==> src/rtl/rtc_irq_ctrl.sv <==
module rtc_irq_ctrl (
  input  logic       clk,
  input  logic       rst_n,
  input  logic       evt_per,
  input  logic       evt_alm,
  input  logic       evt_upd,
  input  logic       en_we,
  input  logic [3:0] en_wdata,
  input  logic       flag_re,
  output logic [3:0] en_q,
  output logic       sqw_en,
  output logic [7:0] flag_rdata,
  output logic       irq_oe
);
  logic [2:0] flg_q;
  logic [3:0] en_r;
  logic [2:0] evt;
  logic       pend;

  assign evt = {evt_upd, evt_alm, evt_per};

  always_ff @(posedge clk or negedge rst_n) begin
    if (!rst_n) begin
      flg_q <= 3'b000;
      en_r  <= 4'b0000;
    end else begin
      if (en_we) en_r <= en_wdata;
      flg_q <= (flag_re ? 3'b000 : flg_q) | evt;
    end
  end

  assign pend       = |(flg_q & en_r[2:0]);
  assign irq_oe     = pend;
  assign en_q       = en_r;
  assign sqw_en     = en_r[3];
  assign flag_rdata = {pend, flg_q[0], flg_q[1], flg_q[2], 4'b0000};

  p_evt_sets_r1: assert property (@(posedge clk) disable iff (!rst_n)
    (|evt) |=> ((flg_q & $past(evt)) == $past(evt)));

  p_quiet_r2: assert property (@(posedge clk) disable iff (!rst_n)
    (!irq_oe && !(|evt) && !en_we) |=> !irq_oe);

  p_read_clears_r4: assert property (@(posedge clk) disable iff (!rst_n)
    (flag_re && !(|evt)) |=> (flag_rdata[6:4] == 3'b000 && !irq_oe));

  p_keep_alarm_r5: assert property (@(posedge clk) disable iff (!rst_n)
    (flag_re && evt_alm) |=> flag_rdata[5]);

  p_write_raises_r6: assert property (@(posedge clk) disable iff (!rst_n)
    (en_we && !flag_re && (|(flg_q & en_wdata[2:0]))) |=> irq_oe);

  p_sqw_r8: assert property (@(posedge clk) disable iff (!rst_n)
    en_we |=> (sqw_en == $past(en_wdata[3])));
endmodule

==> config.mk <==
export PLATFORM = sky130hd
export DESIGN_NAME = rtc_irq_ctrl
export DESIGN_NICKNAME = d
export VERILOG_FILES = /design/src/rtl/rtc_irq_ctrl.sv
export SDC_FILE = /design/constraint.sdc
export NUM_CORES = 1
export LEC_CHECK = 0
export BUFFER_PORTS_ARGS = -buffer_cell sky130_fd_sc_hd__buf_2
export CAP_MARGIN = 20
export CORE_AREA = 3 3 40 42
export DETAILED_ROUTE_END_ITERATION = 16
export DIE_AREA = 0 0 43 45
export PLACE_DENSITY = 0.57
export SYNTH_ARGS = -nofsm -noshare
export SYNTH_HDL_FRONTEND = slang
export SYNTH_SLANG_ARGS = --single-unit
==> constraint.sdc <==
create_clock -name clk -period 0.8 [get_ports clk]
set_input_delay 0 -clock clk [delete_from_list [all_inputs] [get_ports clk]]
set_output_delay 0 -clock clk [all_outputs]
set_load 0.1 [all_outputs]
==> flow_metrics.py <==
metrics = {
    "status": {
        "outcome": "complete, but fails checks",
        "violations": "negative setup slack",
    },
    "floorplan": {
        "fp.dieH_um": 45,
        "die_w_um": 43,
        "core-area_mm2": 0.00128,
        "placementRows": 13,
        "start_util_pct": 24.1,
        "die-area_mm2": 0.00194,
        "io_pins": 25,
    },
    "logic_synthesis": {
        "syn_avg_cell_area_um2": 12.9,
        "syn_inst": 24,
        "synth_seq_area_share_pct": 56.7,
        "ys_warn_count": 0,
        "synth.distinct_cells": 8,
        "syn_area_um2": 309,
        "yosys_register_bits": 7,
    },
    "routing": {
        "final_antenna_net_count": 0,
        "via_per_inst": 3.95,
        "drt-wirelength-per-cell_um": 12.7,
        "drtIter0Drc": 3,
        "vias": 304,
        "wl_um": 976,
        "drc": 0,
        "drt_first_pass_iters": 4,
    },
    "min_path": {
        "hp-class": "input pin to register",
    },
    "worst_setup_path": {
        "crit_chain": "a222oi_1 -> inv_2 -> buf_6",
        "criticalPathCategory": "register to output port",
        "critPathArrivalTime_ns": 1.38,
        "worst-path-buf-inv": 2,
        "cp_top_family": "flip-flops",
        "slowest_delay_ns": 0.47,
        "startpoint_type": "register",
        "cp_max_fo": 2,
        "slowest_stage": "dfrtp_4",
        "worstPathRequired_ns": 0.80,
        "worst_setup_path_end_kind": "output port",
    },
    "placed_design": {
        "port_buffers": 20,
        "dp_hpwl_um": 664,
        "routabilityCongestion": 0.570,
        "dpl-instance-area_um2": 604,
    },
    "timing": {
        "fin_ws_ns": -0.578,
        "timing.fmax_mhz": 726,
        "fin_hold_ws_ns": 0.0596,
        "skew_ns": 0,
        "hold_violations": 0,
        "rsz0062_at_grt": "true",
        "fin_crit_ns": 1.38,
        "fin_crit_sh_pct": 172,
        "finalSetupViolations": 17,
        "final_max_slew_viol_count": 0,
    },
    "power_and_ir_drop": {
        "p_sw_uw": 713,
        "pwr-share-seq_pct": 26.2,
        "vdd_drop_max_mv": 0.990,
        "p_clk_share_pct": 19.6,
        "switching_share_pct": 43.8,
        "power.internal_uw": 915,
        "p_comb_share_pct": 54.1,
        "power.leakage_nw": 0.374,
        "powerDensity_mw_per_mm2": 2110,
    },
    "grt": {
        "grt_pass1_wl_um": 1360,
        "grt_pass1_vias": 315,
        "grt_max_degree": 8,
        "overflow": 0,
        "antenna_found_initial": 0,
        "track_usage_pct": 10.2,
    },
    "clocking": {
        "root_buffer": "clkbuf_4",
        "htree_levels": 1,
        "cts_tree": "done",
        "path_clk_slew_ns": 0.05,
        "cts_buffers": 3,
        "clkLatencyLatePin_ns": 0.25,
        "cts_max_path_buffers": 2,
        "cts.sinks": 7,
    },
    "finish": {
        "drive_gt1_share_pct": 72.6,
        "antenna-diode-count": 0,
        "synthToLayoutAreaGrowth_pct": 150,
        "finish.net_count": 74,
        "fillCellCount": 99,
        "final_cell_mix": "buf_2 (10), buf_6 (10), dlygate4sd3_1 (8), buf_12 (8), dfrtp_4 (7)",
        "stdcell_area_um2": 772,
    },
    "flow_run": {
        "cap_viol_max_count": 0,
    },
}
what timing repair did:
action / in CTS / in global routing
cloned: 0 / 0
buffers inserted: 2 / 2
resized for setup: 13 / 2
pin swaps: 1 / 0
setup endpoints to repair: 17 / 17
hold endpoints to repair: 14 / 0
hold buffers: 8 / 0
sequential cells by signal (all words and copies together), names as in the netlist:
register,flops
en_q,4
flg_q,3
metal layers:
metal | routed length [um] | global-route usage (%) | share of wire, % | vias to the layer above
met5 | 0 | 0 | 0 | -
met4 | 0 | 9.04 | 0 | 0
met3 | 36 | 2.39 | 3.7 | 0
met2 | 566 | 16.2 | 58 | 8
met1 | 372 | 11.6 | 38 | 149
li1 | - | - | - | 147
power by group through the flow:
stage	registers (mW)	clock network, mW	logic [mW]
floorplan	0.666	0	0.341
detailed placement	0.430	0	0.787
global route	0.430	0.348	0.907
global placement	0.428	0	0.783
CTS	0.429	0.329	0.880
finish	0.427	0.320	0.881
cell type report:
class	count	area [um^2]	area share, %
inverters	2	7.51	0.972
clock buffers	4	26.3	3.40
repair buffers	37	410	53.2
well taps	15	18.8	2.43
flip-flops and latches	7	201	26.1
multi-input cells	12	108	13.9
kinds of logic after synthesis:
group	Yosys count	synth area share, %
flip-flops	7	56.7
buffers and inverters	8	17.0
multiplexers	4	14.6
AO/OA/AOI/OAI	4	10.5
other	1	1.21
tightest hold or removal path, delay by kind of cell:
| family | cells | cell delay [ns] |
|---|---|---|
| buffers and inverters | 2 | 0.16 |
| AO/OA/AOI/OAI | 1 | 0.11 |
cells in the mapped netlist:
library cell  count  area (um^2)
dfrtp_1           7          175
buf_4             6         45.0
mux2_1            4         45.0
a21o_1            3         22.5
a222oi_1          1         10.0
conb_1            1         3.75
inv_1             1         3.75
inv_2             1         3.75
final timing paths:
check                                       to  depth (start not counted)               start  slack, ns
max                              flag_rdata[7]                          3  flg_q[0]$_DFF_PN0_      -0.58
min                         flg_q[1]$_DFF_PN0_                          3             flag_re       0.06
max reg2reg                 flg_q[0]$_DFF_PN0_                          3  flg_q[0]$_DFF_PN0_      -0.19
min reg2reg                 flg_q[1]$_DFF_PN0_                          2  flg_q[1]$_DFF_PN0_       0.64
max in group asynchronous  en_q[1]$_DFFE_PN0P_                          2               rst_n       0.52
min in group asynchronous  en_q[0]$_DFFE_PN0P_                          2               rst_n       0.11
metrics by stage:
step / TNS (ns) / power (mW) / setup WS (ns) / utilization [%] / std cells
final: -3.92 / 1.63 / -0.578 / 60.1 / 77
after global routing: -4.41 / 1.69 / -0.672 / 60.1 / 77
after CTS: -3.98 / 1.64 / -0.582 / 60.1 / 77
after detailed placement: -1.59 / 1.22 / -0.379 / 47.0 / 63
after global placement: -1.53 / 1.21 / -0.366 / 47.0 / 63
after floorplan: -2.59 / 1.01 / -0.762 / - / 27
Power figures use the tool's default switching activity.
